### src/rtl/panel_seq_pkg.sv
package panel_seq_pkg;

  // control -> datapath strobes
  typedef struct packed {
    logic       loadByte;
    logic [7:0] byteVal;
    logic       byteDc;
    logic       loadMs;
    logic [7:0] msVal;
  } seqStrobe_t;

  localparam logic [7:0] DelayOp = 8'hFF;
  localparam int ScriptBytes = 35;  // init script portion of the table
  localparam int TotalBytes  = 49;  // script plus window setup
  localparam int GammaFirst  = 16;
  localparam int GammaLast   = 30;

  // Table layout: header byte (opcode or 0xFF), then count byte
  // (parameter count or milliseconds), then the parameters.
  function automatic logic [7:0] romByte(input int idx, input int w, input int h);
    logic [15:0] xEnd;
    logic [15:0] yEnd;
    xEnd = 16'(w - 1);
    yEnd = 16'(h - 1);
    if (idx >= GammaFirst && idx <= GammaLast)
      return 8'(32'h20 + 2 * (idx - GammaFirst));
    case (idx)
      0:  return 8'h01;
      1:  return 8'd0;
      2:  return DelayOp;
      3:  return 8'd20;
      4:  return 8'h11;
      5:  return 8'd0;
      6:  return DelayOp;
      7:  return 8'd120;
      8:  return 8'h3A;
      9:  return 8'd1;
      10: return 8'h55;
      11: return 8'h36;
      12: return 8'd1;
      13: return 8'h08;
      14: return 8'hE0;
      15: return 8'd15;
      31: return 8'h29;
      32: return 8'd0;
      33: return DelayOp;
      34: return 8'd20;
      35: return 8'h2A;
      36: return 8'd4;
      39: return xEnd[15:8];
      40: return xEnd[7:0];
      41: return 8'h2B;
      42: return 8'd4;
      45: return yEnd[15:8];
      46: return yEnd[7:0];
      47: return 8'h2C;
      default: return 8'h00;
    endcase
  endfunction

endpackage

### src/rtl/panel_seq_ctrl.sv
module panel_seq_ctrl
  import panel_seq_pkg::*;
#(
  parameter int PanelWidth  = 240,
  parameter int PanelHeight = 320
) (
  input  logic       clk,
  input  logic       rstN,
  input  logic       startPulse,
  input  logic       shDone,
  input  logic       timerZero,
  output seqStrobe_t strb,
  output logic       busy,
  output logic       done
);
  localparam int PtrW = $clog2(TotalBytes + 1);

  typedef enum logic [2:0] {S_IDLE, S_HEAD, S_XFER, S_DELAY, S_FIN} state_t;

  state_t          state, nState;
  logic [PtrW-1:0] ptr, nPtr;
  logic [3:0]      remain, nRemain;
  logic [7:0]      curByte, nextByte;
  logic            atEnd;

  assign curByte  = romByte(int'(ptr), PanelWidth, PanelHeight);
  assign nextByte = romByte(int'(ptr) + 1, PanelWidth, PanelHeight);
  assign atEnd    = (ptr == PtrW'(TotalBytes));

  always_comb begin
    strb    = '0;
    nState  = state;
    nPtr    = ptr;
    nRemain = remain;
    case (state)
      S_IDLE, S_FIN: begin
        if (startPulse) begin
          nState = S_HEAD;
          nPtr   = '0;
        end
      end
      S_HEAD: begin
        nPtr = ptr + PtrW'(2);
        if (curByte == DelayOp) begin
          strb.loadMs = 1'b1;
          strb.msVal  = nextByte;
          nState      = S_DELAY;
        end else begin
          strb.loadByte = 1'b1;
          strb.byteVal  = curByte;
          strb.byteDc   = 1'b0;
          nRemain       = nextByte[3:0];
          nState        = S_XFER;
        end
      end
      S_XFER: begin
        if (shDone) begin
          if (remain != 4'd0) begin
            strb.loadByte = 1'b1;
            strb.byteVal  = curByte;
            strb.byteDc   = 1'b1;
            nPtr          = ptr + PtrW'(1);
            nRemain       = remain - 4'd1;
          end else begin
            nState = atEnd ? S_FIN : S_HEAD;
          end
        end
      end
      S_DELAY: begin
        if (timerZero) nState = atEnd ? S_FIN : S_HEAD;
      end
      default: nState = S_IDLE;
    endcase
  end

  always_ff @(posedge clk) begin
    if (!rstN) begin
      state  <= S_IDLE;
      ptr    <= '0;
      remain <= '0;
    end else begin
      state  <= nState;
      ptr    <= nPtr;
      remain <= nRemain;
    end
  end

  assign busy = (state == S_HEAD) || (state == S_XFER) || (state == S_DELAY);
  assign done = (state == S_FIN);

  AST_BUSY_DONE_EXCL: assert property (@(posedge clk) disable iff (!rstN) !(busy && done));
  AST_NO_RESTART: assert property (@(posedge clk) disable iff (!rstN) (busy && startPulse) |=> (busy || done));
  AST_DELAY_SILENT: assert property (@(posedge clk) disable iff (!rstN) (state == S_DELAY) |-> !strb.loadByte);
  AST_FIN_AT_END: assert property (@(posedge clk) disable iff (!rstN) $rose(done) |-> atEnd);

endmodule

### src/rtl/panel_seq_dp.sv
module panel_seq_dp
  import panel_seq_pkg::*;
#(
  parameter int ClkDiv    = 4,
  parameter int ClksPerMs = 1000
) (
  input  logic       clk,
  input  logic       rstN,
  input  seqStrobe_t strb,
  output logic       shDone,
  output logic       timerZero,
  output logic       sclk,
  output logic       mosi,
  output logic       csN,
  output logic       dataNotCmd
);
  localparam int DivW     = $clog2(ClkDiv) + 1;
  localparam int PreW     = $clog2(ClksPerMs) + 1;
  localparam int LastStep = 18;  // setup, 16 clock halves, hold, deselect

  logic            active;
  logic [DivW-1:0] divCnt;
  logic [4:0]      step, nStep;
  logic [7:0]      shReg;
  logic            halfEnd;

  assign halfEnd = active && (divCnt == DivW'(ClkDiv - 1));
  assign nStep   = step + 5'd1;
  assign mosi    = shReg[7];

  // byte shifter
  always_ff @(posedge clk) begin
    if (!rstN) begin
      active     <= 1'b0;
      divCnt     <= '0;
      step       <= '0;
      shReg      <= '0;
      csN        <= 1'b1;
      dataNotCmd <= 1'b1;
      sclk       <= 1'b1;
      shDone     <= 1'b0;
    end else begin
      shDone <= 1'b0;
      if (strb.loadByte) begin
        active     <= 1'b1;
        divCnt     <= '0;
        step       <= '0;
        shReg      <= strb.byteVal;
        csN        <= 1'b0;
        dataNotCmd <= strb.byteDc;
        sclk       <= 1'b1;
      end else if (active) begin
        if (halfEnd) begin
          divCnt <= '0;
          step   <= nStep;
          sclk   <= !(nStep >= 5'd1 && nStep <= 5'd16 && nStep[0]);
          if (!step[0] && step >= 5'd2 && step <= 5'd14) shReg <= {shReg[6:0], 1'b0};
          if (nStep == 5'(LastStep)) begin
            csN        <= 1'b1;
            dataNotCmd <= 1'b1;
          end
          if (step == 5'(LastStep)) begin
            active <= 1'b0;
            shDone <= 1'b1;
          end
        end else begin
          divCnt <= divCnt + DivW'(1);
        end
      end
    end
  end

  // millisecond timer
  logic [7:0]      msLeft;
  logic [PreW-1:0] preCnt;

  always_ff @(posedge clk) begin
    if (!rstN) begin
      msLeft <= '0;
      preCnt <= '0;
    end else if (strb.loadMs) begin
      msLeft <= strb.msVal;
      preCnt <= '0;
    end else if (msLeft != 8'd0) begin
      if (preCnt == PreW'(ClksPerMs - 1)) begin
        preCnt <= '0;
        msLeft <= msLeft - 8'd1;
      end else begin
        preCnt <= preCnt + PreW'(1);
      end
    end
  end

  assign timerZero = (msLeft == 8'd0);

  AST_SCLK_IDLE_HIGH: assert property (@(posedge clk) disable iff (!rstN) csN |-> sclk);
  AST_LOAD_WHEN_IDLE: assert property (@(posedge clk) disable iff (!rstN) strb.loadByte |-> !active);
  AST_DC_STABLE: assert property (@(posedge clk) disable iff (!rstN) (!csN && $past(!csN)) |-> $stable(dataNotCmd));
  AST_TIMER_DOWN: assert property (@(posedge clk) disable iff (!rstN) (!strb.loadMs && msLeft != 8'd0) |=> (msLeft <= $past(msLeft)));

endmodule

### src/rtl/panel_init_seq.sv
module panel_init_seq
  import panel_seq_pkg::*;
#(
  parameter int ClkDiv      = 4,
  parameter int ClksPerMs   = 1000,
  parameter int PanelWidth  = 240,
  parameter int PanelHeight = 320
) (
  input  logic clk,
  input  logic rstN,
  input  logic startPulse,
  output logic busy,
  output logic done,
  output logic sclk,
  output logic mosi,
  output logic csN,
  output logic dataNotCmd
);
  seqStrobe_t strb;
  logic       shDone;
  logic       timerZero;

  panel_seq_ctrl #(.PanelWidth(PanelWidth), .PanelHeight(PanelHeight)) ctrl_i (
    .clk(clk), .rstN(rstN), .startPulse(startPulse), .shDone(shDone),
    .timerZero(timerZero), .strb(strb), .busy(busy), .done(done)
  );

  panel_seq_dp #(.ClkDiv(ClkDiv), .ClksPerMs(ClksPerMs)) dp_i (
    .clk(clk), .rstN(rstN), .strb(strb), .shDone(shDone), .timerZero(timerZero),
    .sclk(sclk), .mosi(mosi), .csN(csN), .dataNotCmd(dataNotCmd)
  );

endmodule

### config.mk
export PLATFORM = sky130hd
export DESIGN_NAME = panel_init_seq
export DESIGN_NICKNAME = d
export VERILOG_FILES = /design/src/rtl/panel_seq_pkg.sv /design/src/rtl/panel_seq_ctrl.sv /design/src/rtl/panel_seq_dp.sv /design/src/rtl/panel_init_seq.sv
export SDC_FILE = /design/constraint.sdc
export NUM_CORES = 1
export LEC_CHECK = 0
export BUFFER_PORTS_ARGS = -buffer_cell sky130_fd_sc_hd__buf_2
export CORE_ASPECT_RATIO = 0.6
export CORE_UTILIZATION = 40
export CTS_CLUSTER_DIAMETER = 80
export DETAILED_ROUTE_END_ITERATION = 16
export HOLD_SLACK_MARGIN = 0.15
export SYNTH_ARGS = -nofsm -noshare
export SYNTH_HDL_FRONTEND = slang
export SYNTH_HIERARCHICAL = 1
export SYNTH_SLANG_ARGS = --single-unit
### constraint.sdc
create_clock -name clk -period 8.17 [get_ports clk]
set_input_delay 1.634 -clock clk [delete_from_list [all_inputs] [get_ports clk]]
set_output_delay 1.634 -clock clk [all_outputs]
set_load 0.01 [all_outputs]
==> metrics.yaml <==
critPathCapture: "dp_i/sclk"
dr.pass1.iters: 7
grt_overflow_total: 0
crit_chain: "inv_1, ha_1, a31oi_1, o211ai_1, a21oi_1, inv_1, inv_1, nand2_1, o21bai_1"
finClkSkew_ns: 0.00806
synth.yosys.seq_area_share: 0.282
antenna_left: 0
postCtsHoldBufs: 0
instances_no_fill: 683
finalHoldViolCount: 0
yosys-mux-area-fraction: 0.0327
postSynth.asyncResetShare: 0
drv_cap: 0
syn_to_final_growth_pct: 8.57
final.setup.tns_ns: 0
synth_top_family_by_area: "simple AND/OR/NAND/NOR gates"
grt_use_met3: 0.0592
viasPerCell: 5.82
max_freq_mhz: 258
fp.dieW_um: 136
totalWireLength_um: 10700
synth_xor_area_frac: 0.0588
synth_area_leader_cell: "dfxtp_1"
post-route-period-util: 0.475
initial_core_util: 0.425
worst_path_most_repeated_cell: "inv_1"
ctsRootBufferMaster: "clkbuf_16"
synth_warnings: 6
die-area_mm2: 0.0112
synth.net_count: 584
ios: 9
rsz0062_at_grt: "false"
crit_arrival_ns: 4.09
fin_ws_ns: 4.29
gp_congestion: 0.929
critPathLaunch: "ctrl_i/ptr[0]"
clk_pin_slew_ns: 0.06
grt_pass1_vias: 3489
ys_seq_elements: 61
rr_worst_depth: 9
cts_buffer_depth: 2
whs_ns: 0.443
grtUsageMet2: 0.284
grt_max_degree: 32
grt_pass1_wl_um: 17700
cts_setup_buffers: 0
synth_edf_count: 0
layout.nets: 575
synth_compound_area_frac: 0.234
yosys.area_share.adder: 0.0839
die_y_um: 82.5
final.min_clock_period_ns: 3.88
pre_cts_ws_ns: 4.15
drt_iter0_markers: 294
grt_use_met1: 0.304
power_density_mw_per_mm2: 202
power.total_w: 0.000947
rrSetupSlack_ns: 4.29
busiest_layer: "met1"
avgSynthCellArea_um2: 7.83
diodes: 0
wl_per_cell_um: 15.7
drive_gt1_frac: 0.0912
p_leak_nw: 1.81
antenna_found_initial: 0
dp.final_hpwl_um: 8010
cp_max_fo: 15
clock-sinks: 61
crit_path_end_kind: "register"
max_slew_margin: 0.388
grt_util_all_layers: 0.205
hp-class: "reg2reg"
synth.area.top_cells: "dfxtp_1, ha_1, a21oi_1"
syn_area_mm2: 0.00432
numPortBuffers: 8
drt_drc_violations_left: 0
cp_slowest_stage_delay_ns: 0.73
synth_top_area_frac: 0.282
cts_tree: "done"
crit_slowest_cell: "a21oi_1"
cts_made_buffers: 9
crit_required_ns: 8.38
tightest_slew_ns: 0.911
cts_max_level: 3
rr_startpoint: "ctrl_i/ptr[0]"
core_mm2: 0.0102
rows: 28
synth_flop_cell: "dfxtp_1"
peakVddDrop_mv: 0.124
synthCells: 552
synthSimpleGateAreaFrac: 0.250
cts_resized: 0
clk_latency_ns: 0.33
fillers: 1007
r2r_end: "dp_i/sclk"
start_kind: "register"
outcome: "complete, no violations"
vias: 3974
setup_viol: 0
placed_cells_incl_taps: 667
crit_type: "reg2reg"
synth.distinct_cells: 78
slew_viol_final: 0
==> critical path, delay by kind of cell (launching register included) <==
family / cells / cell delay, ns
adder cells (fa/ha/maj): 1 / 0.39
AND/OR/NAND/NOR: 1 / 0.32
flip-flops: 1 / 0.64
buffers and inverters: 3 / 1.01
AO/OA/AOI/OAI: 4 / 1.38
==> layout make-up <==
| cell class | instances | area [µm²] | share of cell area |
|---|---|---|---|
| clock inverters | 7 | 73.8 | 0.0157 |
| inverters | 28 | 105 | 0.0224 |
| repair buffers | 9 | 47.5 | 0.0101 |
| flip-flops and latches | 61 | 1220 | 0.260 |
| well taps | 135 | 169 | 0.0360 |
| multi-input cells | 434 | 2850 | 0.608 |
| clock buffers | 9 | 225 | 0.0480 |
==> power breakdown <==
| group | leakage (nW) | internal [W] | switching, W | total (W) |
|---|---|---|---|---|
| Combinational | 1.17 | 0.0000849 | 0.000132 | 0.000216 |
| Sequential | 0.496 | 0.000325 | 0.0000279 | 0.000353 |
| Clock | 0.146 | 0.000237 | 0.000141 | 0.000378 |
==> cells in the mapped netlist (5+ instances only) <==
cell       n
nor2_1    63
dfxtp_1   61
a21oi_1   49
nand2_1   46
o21ai_0   31
ha_1      29
inv_1     23
clkbuf_1  17
xor2_1    16
nand3_1   14
mux2i_1   13
xnor2_1   13
nand4_1   11
and3_1     9
nor3_1     9
a31oi_1    8
buf_2      8
o211ai_1   7
a22oi_1    6
and2_1     6
nor2b_1    6
nor3b_1    5
==> metal layers <==
layer	up-vias	wire [µm]
li1	1975	-
met1	1833	5590
met2	160	4100
met3	6	964
met4	0	57
met5	-	0
==> metrics by stage <==
stage,util,cell area (µm²)
final,0.462,4690
after global routing,0.462,4690
after CTS,0.462,4690
after detailed placement,0.433,4390
after global placement,0.433,4390
after floorplan,-,4320
==> kinds of logic (layout without fill, tap and decap cells) <==
group | count (synthesis) | count (layout)
simple gates | 207 | 207
compound gates | 155 | 155
flops | 61 | 61
buf+inv | 57 | 53
fa+ha+maj | 29 | 29
xor+xnor | 29 | 29
mux | 14 | 14
==> worst min path at each step <==
stage | cells after the start | startpoint | to
final | 2 | dp_i/divCnt[2] | dp_i/divCnt[2]
after global routing | 2 | dp_i/divCnt[2] | dp_i/divCnt[2]
after CTS | 2 | dp_i/divCnt[2] | dp_i/divCnt[2]
after detailed placement | 2 | dp_i/divCnt[2] | dp_i/divCnt[2]
after global placement | 2 | dp_i/divCnt[2] | dp_i/divCnt[2]
after floorplan | 2 | dp_i/divCnt[2] | dp_i/divCnt[2]
==> layout by cell type, fill, tap and decap left out, types with 5 or more instances in the layout <==
| cell type | instances |
|---|---|
| nand4_1 | 11 |
| a31oi_1 | 8 |
| mux2i_1 | 13 |
| o21ai_0 | 31 |
| a22oi_1 | 6 |
| nor3_1 | 9 |
| inv_1 | 23 |
| nor2_1 | 63 |
| clkbuf_16 | 9 |
| xor2_1 | 16 |
| nand3_1 | 14 |
| xnor2_1 | 13 |
| o211ai_1 | 7 |
| nor2b_1 | 6 |
| buf_2 | 8 |
| ha_1 | 29 |
| a21oi_1 | 49 |
| and2_1 | 6 |
| nand2_1 | 46 |
| nor3b_1 | 5 |
| dfxtp_1 | 61 |
| and3_1 | 9 |
Power figures use the tool's default switching activity.
